File: config.mk
export PLATFORM = sky130hd
export DESIGN_NAME = otc_dma_engine
export DESIGN_NICKNAME = d
export VERILOG_FILES = /design/src/rtl/otc_pkg.sv /design/src/rtl/otc_addr_gen.sv /design/src/rtl/otc_done_timer.sv /design/src/rtl/otc_dma_engine.sv
export SDC_FILE = /design/constraint.sdc
export NUM_CORES = 1
export LEC_CHECK = 0
export ABC_CLOCK_PERIOD_IN_PS = 2800
export BUFFER_PORTS_ARGS = -buffer_cell sky130_fd_sc_hd__buf_2
export CAP_MARGIN = 20
export CORE_MARGIN = 10
export CORE_UTILIZATION = 55
export DETAILED_ROUTE_END_ITERATION = 10
export GPL_TIMING_DRIVEN = 1
export MAX_ROUTING_LAYER = met4
export PLACE_DENSITY_LB_ADDON = 0.25
export SLEW_MARGIN = 15
export SYNTH_ARGS = -nofsm -noshare
export SYNTH_HDL_FRONTEND = slang
export SYNTH_SLANG_ARGS = --single-unit
File: constraint.sdc
create_clock -name clk -period 2.8 [get_ports clk]
set_clock_uncertainty 0.1 [all_clocks]
set_input_delay 0.42 -clock clk [delete_from_list [all_inputs] [get_ports clk]]
set_output_delay 0.42 -clock clk [all_outputs]
set_load 0.01 [all_outputs]
File: src/rtl/otc_pkg.sv
`timescale 1ns/1ps
package otc_pkg;
  typedef enum logic [1:0] {ST_IDLE, ST_WALK, ST_WAIT} otc_state_e;

  localparam logic [1:0]  SEL_ADDR   = 2'd0;
  localparam logic [1:0]  SEL_COUNT  = 2'd1;
  localparam logic [1:0]  SEL_CTRL   = 2'd2;

  localparam logic [31:0] START_CODE = 32'h1100_0002;
  localparam logic [31:0] BUSY_BITS  = 32'h1100_0000;
  localparam logic [31:0] END_MARK   = 32'h00FF_FFFF;
  localparam logic [31:0] LINK_MASK  = 32'h00FF_FFFF;
endpackage

File: src/rtl/otc_addr_gen.sv
`timescale 1ns/1ps
// Walks the table downwards: current entry address, remaining count,
// final-entry detection and entry contents.
module otc_addr_gen #(
  parameter int AW       = 24,
  parameter int CW       = 16,
  parameter int MEM_BASE = 0
) (
  input  logic          clk,
  input  logic          rst,
  input  logic          load,
  input  logic          step,
  input  logic [AW-1:0] start_addr,
  input  logic [CW-1:0] count,
  output logic [AW-1:0] cur_addr,
  output logic          last,
  output logic [31:0]   entry
);
  import otc_pkg::*;

  localparam logic [AW-1:0] FLOOR_LIM = AW'(MEM_BASE + 4);

  logic [AW-1:0] cur_q;
  logic [CW-1:0] rem_q;
  logic [AW-1:0] link;

  always_ff @(posedge clk) begin
    if (rst) begin
      cur_q <= '0;
      rem_q <= '0;
    end else if (load) begin
      cur_q <= {start_addr[AW-1:2], 2'b00};
      rem_q <= (count == '0) ? CW'(1) : count;
    end else if (step) begin
      cur_q <= cur_q - AW'(4);
      rem_q <= rem_q - CW'(1);
    end
  end

  assign link     = cur_q - AW'(4);
  assign last     = (rem_q <= CW'(1)) || (cur_q <= FLOOR_LIM);
  assign cur_addr = cur_q;
  assign entry    = last ? END_MARK : (32'(link) & LINK_MASK);

  // each non-final step moves exactly one word down
  p_step_down_r4: assert property (@(posedge clk) disable iff (rst)
    (step && !load) |=> (cur_q == $past(cur_q) - AW'(4)));

  // a freshly loaded address is word aligned
  p_load_align_r3: assert property (@(posedge clk) disable iff (rst)
    load |=> (cur_q[1:0] == 2'b00));
endmodule

File: src/rtl/otc_done_timer.sv
`timescale 1ns/1ps
// Counts the completion delay after the final entry is accepted.
module otc_done_timer #(
  parameter int DONE_DELAY = 16
) (
  input  logic clk,
  input  logic rst,
  input  logic arm,
  output logic expire
);
  localparam int TW = $clog2(DONE_DELAY + 1);

  logic [TW-1:0] cnt_q;
  logic          run_q;

  always_ff @(posedge clk) begin
    if (rst) begin
      cnt_q <= '0;
      run_q <= 1'b0;
    end else if (arm) begin
      cnt_q <= TW'(DONE_DELAY - 1);
      run_q <= 1'b1;
    end else if (run_q) begin
      if (cnt_q == '0) run_q <= 1'b0;
      else             cnt_q <= cnt_q - TW'(1);
    end
  end

  assign expire = run_q && (cnt_q == '0);

  // the delay is never restarted while it is counting
  p_no_rearm_r9: assert property (@(posedge clk) disable iff (rst)
    arm |-> !run_q);
endmodule

File: src/rtl/otc_dma_engine.sv
`timescale 1ns/1ps
module otc_dma_engine #(
  parameter int AW         = 24,
  parameter int CW         = 16,
  parameter int MEM_BASE   = 0,
  parameter int DONE_DELAY = 16
) (
  input  logic          clk,
  input  logic          rst,
  input  logic          cfg_we,
  input  logic [1:0]    cfg_sel,
  input  logic [31:0]   cfg_wdata,
  output logic [31:0]   ctrl_o,
  output logic          mem_wr_valid,
  input  logic          mem_wr_ready,
  output logic [AW-1:0] mem_wr_addr,
  output logic [31:0]   mem_wr_data,
  output logic          irq_o
);
  import otc_pkg::*;

  otc_state_e    state_q;
  logic [31:0]   ctrl_q;
  logic [AW-1:0] addr_q;
  logic [CW-1:0] count_q;
  logic          irq_q;

  logic cfg_ok, is_ctrl, start, accept, last, expire, fin;

  assign cfg_ok  = cfg_we && (state_q == ST_IDLE);
  assign is_ctrl = cfg_ok && (cfg_sel == SEL_CTRL);
  assign start   = is_ctrl && (cfg_wdata == START_CODE);
  assign accept  = (state_q == ST_WALK) && mem_wr_ready;
  assign fin     = accept && last;

  otc_addr_gen #(.AW(AW), .CW(CW), .MEM_BASE(MEM_BASE)) u_walk (
    .clk        (clk),
    .rst        (rst),
    .load       (start),
    .step       (accept && !last),
    .start_addr (addr_q),
    .count      (count_q),
    .cur_addr   (mem_wr_addr),
    .last       (last),
    .entry      (mem_wr_data)
  );

  otc_done_timer #(.DONE_DELAY(DONE_DELAY)) u_timer (
    .clk    (clk),
    .rst    (rst),
    .arm    (fin),
    .expire (expire)
  );

  always_ff @(posedge clk) begin
    if (rst) begin
      state_q <= ST_IDLE;
      ctrl_q  <= '0;
      addr_q  <= '0;
      count_q <= '0;
      irq_q   <= 1'b0;
    end else begin
      irq_q <= 1'b0;
      unique case (state_q)
        ST_IDLE: if (cfg_ok) begin
          if (cfg_sel == SEL_ADDR)  addr_q  <= cfg_wdata[AW-1:0];
          if (cfg_sel == SEL_COUNT) count_q <= cfg_wdata[CW-1:0];
          if (start) begin
            ctrl_q  <= cfg_wdata;
            state_q <= ST_WALK;
          end else if (is_ctrl) begin
            ctrl_q  <= cfg_wdata & ~BUSY_BITS;
            irq_q   <= 1'b1;
          end
        end
        ST_WALK: if (fin) state_q <= ST_WAIT;
        ST_WAIT: if (expire) begin
          state_q <= ST_IDLE;
          ctrl_q  <= ctrl_q & ~BUSY_BITS;
          irq_q   <= 1'b1;
        end
        default: state_q <= ST_IDLE;
      endcase
    end
  end

  assign mem_wr_valid = (state_q == ST_WALK);
  assign ctrl_o       = ctrl_q;
  assign irq_o        = irq_q;

  p_irq_pulse_r9: assert property (@(posedge clk) disable iff (rst)
    irq_o |=> !irq_o);
  p_irq_idle_r9: assert property (@(posedge clk) disable iff (rst)
    irq_o |-> ((ctrl_o & BUSY_BITS) == '0) && !mem_wr_valid);
  p_hold_r8: assert property (@(posedge clk) disable iff (rst)
    (mem_wr_valid && !mem_wr_ready) |=>
      (mem_wr_valid && $stable(mem_wr_addr) && $stable(mem_wr_data)));
  p_aligned_r3: assert property (@(posedge clk) disable iff (rst)
    mem_wr_valid |-> (mem_wr_addr[1:0] == 2'b00));
  p_floor_r7: assert property (@(posedge clk) disable iff (rst)
    mem_wr_valid |-> (mem_wr_addr >= AW'(MEM_BASE)));
  p_upper_zero_r4: assert property (@(posedge clk) disable iff (rst)
    mem_wr_valid |-> (mem_wr_data[31:24] == 8'h00));
  p_busy_readback_r11: assert property (@(posedge clk) disable iff (rst)
    mem_wr_valid |-> (ctrl_o == START_CODE));
endmodule

# Yosys cells after proc, flatten, opt, wreduce, memory -nomap -nowiden
# Index checks and enable logic that the tools add are counted.
[totals]
regBits = 121
inputBits = 38
elab_cells = 83
[op_classes]
n_addsub = 3
order_cmp = 2
eq_ne = 11
mux = 27
n_bitwise = 2
n_reduce_logical = 26
[op_table]
columns = ["operator", "n"]
rows = [
  ["$mux W32", 3],
  ["$mux W24", 3],
  ["$pmux W32 S2", 1],
  ["$mux W16", 3],
  ["$eq A32 B29 Y1 const B", 1],
  ["$mux W29", 1],
  ["$le A24 B3 Y1 const B", 1],
  ["$sub A24 B3 Y24 const B", 1],
  ["$le A16 B1 Y1 const B", 1],
  ["$logic_not A16 Y1", 1],
  ["$sub A16 B1 Y16 const B", 1],
  ["$mux W4", 3],
  ["$reduce_and A4 Y1", 3],
  ["$mux W2", 4],
  ["$ne A2 B2 Y1 const B", 4],
  ["$reduce_bool A2 Y1", 4],
  ["$logic_and A1 B1 Y1", 7],
  ["$mux W1", 7],
  ["$pmux W2 S3", 1],
  ["$reduce_and A3 Y1", 2],
  ["$logic_not A5 Y1", 1],
  ["$sub A5 B1 Y5 const B", 1],
  ["$eq A2 B1 Y1 const B", 2],
  ["$eq A2 B2 Y1 const B", 2],
  ["9 further kinds", 13],
]

# Logic depth before layout (Yosys ltp)
[depth]
depth_word = 7
depth_mapped = 9
mapped_depth_nobuf = 7

# Hierarchy
# Synthesis repeated with hierarchy kept, for this count alone.
[hier_totals]
hier_cells = 722
area_unflattened_um2 = 5967.0
[modules_own_cells]
columns = ["module", "n_inst", "cells_per_inst", "area_per_inst_um2"]
rows = [
  ["otc_addr_gen", 1, 358, 2834.0],
  ["otc_dma_engine", 1, 330, 2798.9],
  ["otc_done_timer", 1, 34, 334.1],
]

# Least setup slack after synthesis
# No wires, ideal clock.
[synth_path]
kind = "register to output"
from = "register u_walk.cur_q[2], in the netlist u_walk.cur_addr[2]"
to = "output port mem_wr_data[10]"
arrival_time_ns = 2.128
required_ns = 2.280
setup_slack_ns = 0.152
path_stages_with_launch = 9
n_path_buf = 2
path_cell_list = "dfxtp_1 -> inv_1 -> ha_1 -> o21ba_2 -> nand3_1 -> o32a_1 -> clkbuf_1 -> clkbuf_1 -> o21ai_0"
[synth_between]
elab_chain_len = 3
elab_cells_between_ends = 4
[synth_lines]
columns = ["item", "line_no", "source"]
rows = [
  ["from (decl)", "otc_addr_gen.sv:23", "logic [AW-1:0] cur_q;"],
  ["from (signal assigned)", "otc_addr_gen.sv:32", "cur_q <= {start_addr[AW-1:2], 2'b00};"],
  ["from (signal assigned)", "otc_addr_gen.sv:35", "cur_q <= cur_q - AW'(4);"],
  ["$le A24 B3 Y1", "otc_addr_gen.sv:41", "assign last = (rem_q <= CW'(1)) || (cur_q <= FLOOR_LIM);"],
  ["$logic_or A1 B1 Y1", "otc_addr_gen.sv:41", ""],
  ["$mux W24 *", "otc_addr_gen.sv:43", "assign entry = last ? END_MARK : (32'(link) & LINK_MASK);"],
  ["to (decl)", "otc_dma_engine.sv:17", "output logic [31:0] mem_wr_data,"],
]
# Mark *: on every way between the ends. The rest lies on a longest branch, timed or not.

# Final worst setup path
[layout_path]
from = "register u_walk.cur_q[9], in the netlist u_walk.cur_addr[9]"
to = "output port mem_wr_data[23]"
# Same word-level chain as after synthesis.

==> results.md <==
- Outcome: finished with violations
- Failing checks: setup timing
- Initial drt markers: between 800 and 900
- Io pins: ~130
- CP endpoint kind: primary output
- Synthesized area: 5960 um2
- Die area: 15400 um2
- Total GRT Usage: between 20% and 30%
- Final worst slack: -0.0465 ns
- Yosys top cell by area: dfxtp_1
- Die Ht: about 120 um
- Yosys warning count: 0
- Drt pass-1 iters: 6
- Fill count: between 800 and 900
- Tmin final: 2.85 ns
- Tcrit/Tclk final: 102%
- WL final: between 20000 and 25000 um
- Final ANT Viol Nets: 0
- Worst hold stages: 3
- Root Buffer: clkbuf_8
- Fin nets: between 900 and 1k
- Hold_buf cts: 0
- Via count: approximately 6.6k
- Leak: between 3 and 4 nW
- RSZ-0062 raised after global routing: true
- Synth top area cells: dfxtp_1 (39%), a21oi_1 (7.1%), nand2_1 (6.0%), nor2_1 (4.7%), clkbuf_1 (3.3%)
- Setup TNS: -0.0775 ns
- Post-synth cell types: 66
- Num CTS Buffers: 17
- Die X: 124 um
- Worst Hold Class: input pin to register
- Power Density: around 560 nW/um2
- Layout cell share with drive strength beyond 1: 26.8%
- Final Cell Area: 7660 um2
- Final GP Congestion: about 1.0
- Syn Inst Count: 758
- Global-route wire length before repair: around 32000 um
- Final hold vios: 0
- Worst setup path class: register to primary output
- Slew headroom: 38.0%
- Worst-Skew Late Latency: around 0.54 ns
- ANT cells: 0
- Level count of the clock H-tree: 4
- Async SR Flop Fraction: 0%
- Post-Syn Area per Cell: between 7 and 8 um2
- Endpoints failing setup: 4
- Vias in the first global route: ~6.3k
- Slew Viols, Final: 0
- Number of cells on the worst reg-to-reg path: 8
- Register area share after synthesis: slightly below 40%
- Avg WL per Cell: roughly 21 um
- Crit path required time: 2.28 ns
- Register bit total from synthesis: between 100 and 150
- Crit start category: register
- Remaining design rule violation count: 0
- Hold Worst Slack: 0.0470 ns
- Area Overhead vs Synth: 28.7%
- Count of input and output buffers: between 100 and 150
- Tightest Pin Transition: 0.930 ns
- Multi-input logic area: 3500 um2
- Register Area: ~2400 um2
- CTS tree: done
- Top-area cell type share of the netlist area: 39.3%
- Reg clk slew, reported paths: ~0.06 ns
- Peak fanout along the critical path: 5
- Initial Utilization: a little under three fifths
- Dpl hpwl: between 10000 and 15000 um
- Vias per std cell: 6.47
- Core area: approximately 10000 um2
- Clock tree buffer depth: 2
- Antenna violations before repair: 0
- Placed standard-cell area: ~6700 um2
- Post-synth EDFFs: 0
- MaxCap Viol Count: 0
- Primary FF master, synth: dfxtp_1
- Total grt overflow: 0
- Maximum vdd drop: 493 uV
- Max Freq: about 350 MHz
- Clk sink count: between 100 and 150
- Number of cell rows: 37
- Data arrival time of the critical path: around 2.3 ns
- Largest net degree at the start of global routing: 52
## through the flow
| step | setup slack [ns] | total power [mW] | utilization, % | std cells |
|---|---|---|---|---|
| CTS | 0.000468 | 4.32 | 72.3 | 1017 |
| finish | -0.0465 | 4.31 | 73.6 | 1023 |
| global route | -0.0901 | 4.42 | 73.6 | 1023 |
| detailed placement | 0.202 | 1.97 | 64.2 | 979 |
| global placement | 0.322 | 1.96 | 64.2 | 979 |
| floorplan | 0.152 | 1.88 | - | 767 |
## registers in the layout (all words and copies together) (netlist names)
register         flops
u_walk.cur_addr     22
count_q             16
u_timer.run_q        1
u_walk.rem_q        16
addr_q              22
ctrl_o              32
u_timer.cnt_q        5
irq_o                1
state_q              2
## final timing paths
path                       from                   to  slack (ns)
min reg2reg          addr_q[13]           addr_q[13]        0.36
min               cfg_wdata[18]           addr_q[18]        0.05
max          u_walk.cur_addr[9]      mem_wr_data[23]       -0.05
max reg2reg     u_walk.rem_q[0]  u_walk.cur_addr[15]        0.22
## cell type report
class / instances / area share, %
repair buffers: 161 / 12.1
well taps: 136 / 2.22
multi-input cells: 561 / 45.7
clock inverters: 8 / 2.22
flip-flops and latches: 117 / 30.8
clock buffers: 24 / 6.14
inverters: 16 / 0.784
## cell usage after synthesis (7+ instances only)
| cell | instances |
|---|---|
| a21oi_1 | 85 |
| a311oi_1 | 21 |
| a31oi_1 | 9 |
| and3_1 | 30 |
| buf_2 | 7 |
| buf_4 | 12 |
| clkbuf_1 | 52 |
| dfxtp_1 | 117 |
| inv_1 | 16 |
| nand2_1 | 95 |
| nand3_1 | 32 |
| nor2_1 | 74 |
| nor3_1 | 21 |
| nor4_1 | 23 |
| o211ai_1 | 8 |
| o21ai_0 | 15 |
| o31ai_1 | 8 |
| o41ai_1 | 7 |
| or3_1 | 10 |
| or4_1 | 15 |
| xnor2_1 | 12 |
## worst max-delay path, stage by stage, from the launching register on
cell and delay, ns:
dfxtp_4 0.37, nor4_4 0.33, nand4_2 0.22, o31a_2 0.39
or3_1 0.32, buf_2 0.15
## logic make-up after synthesis
logic type / count (synthesis) / share of synthesized area [%]
buffers and inverters: 90 / 6.70
xor gates and xnor gates: 15 / 2.21
other: 1 / 0.0630
adders and majority gates: 5 / 1.05
AOI/OAI and AO/OA: 190 / 21.1
DFF: 117 / 39.3
and+or+nand+nor: 340 / 29.5
## routing by layer
layer / wire length (um) / GRT usage [%] / vias up
met2: 9440 / 39.0 / 476
met4: 605 / 11.4 / 0
met3: 2620 / 7.83 / 73
met1: 8600 / 34.2 / 3072
li1: - / - / 3002
met5: 0 / - / -
## repair_timing
item / CTS / global route
gates resized for setup: 29 / 20
pin swaps: 4 / 12
gates cloned: 1 / 0
setup buffers: 5 / 6
setup endpoints to repair: 24 / 24
## report_power, final
| group | internal (mW) | total [mW] | switching [mW] |
|---|---|---|---|
| clock network | 1.61 | 2.38 | 0.775 |
| logic | 0.0744 | 0.217 | 0.142 |
| registers | 1.69 | 1.72 | 0.0219 |
| total | 3.38 | 4.31 | 0.940 |
## layout by cell type, fill, tap and decap left out, drive strengths merged, types with 11 or more instances in the layout
| master | count |
|---|---|
| buf | 161 |
| dfxtp | 117 |
| nand2 | 95 |
| a21oi | 85 |
| nor2 | 74 |
| nand3 | 32 |
| and3 | 30 |
| nor4 | 25 |
| clkbuf | 24 |
| nor3 | 24 |
| a311oi | 21 |
| inv | 16 |
| or4 | 15 |
| o21ai | 15 |
| xnor2 | 12 |
| or3 | 11 |
Note: power is estimated with default switching activity, not from simulation.
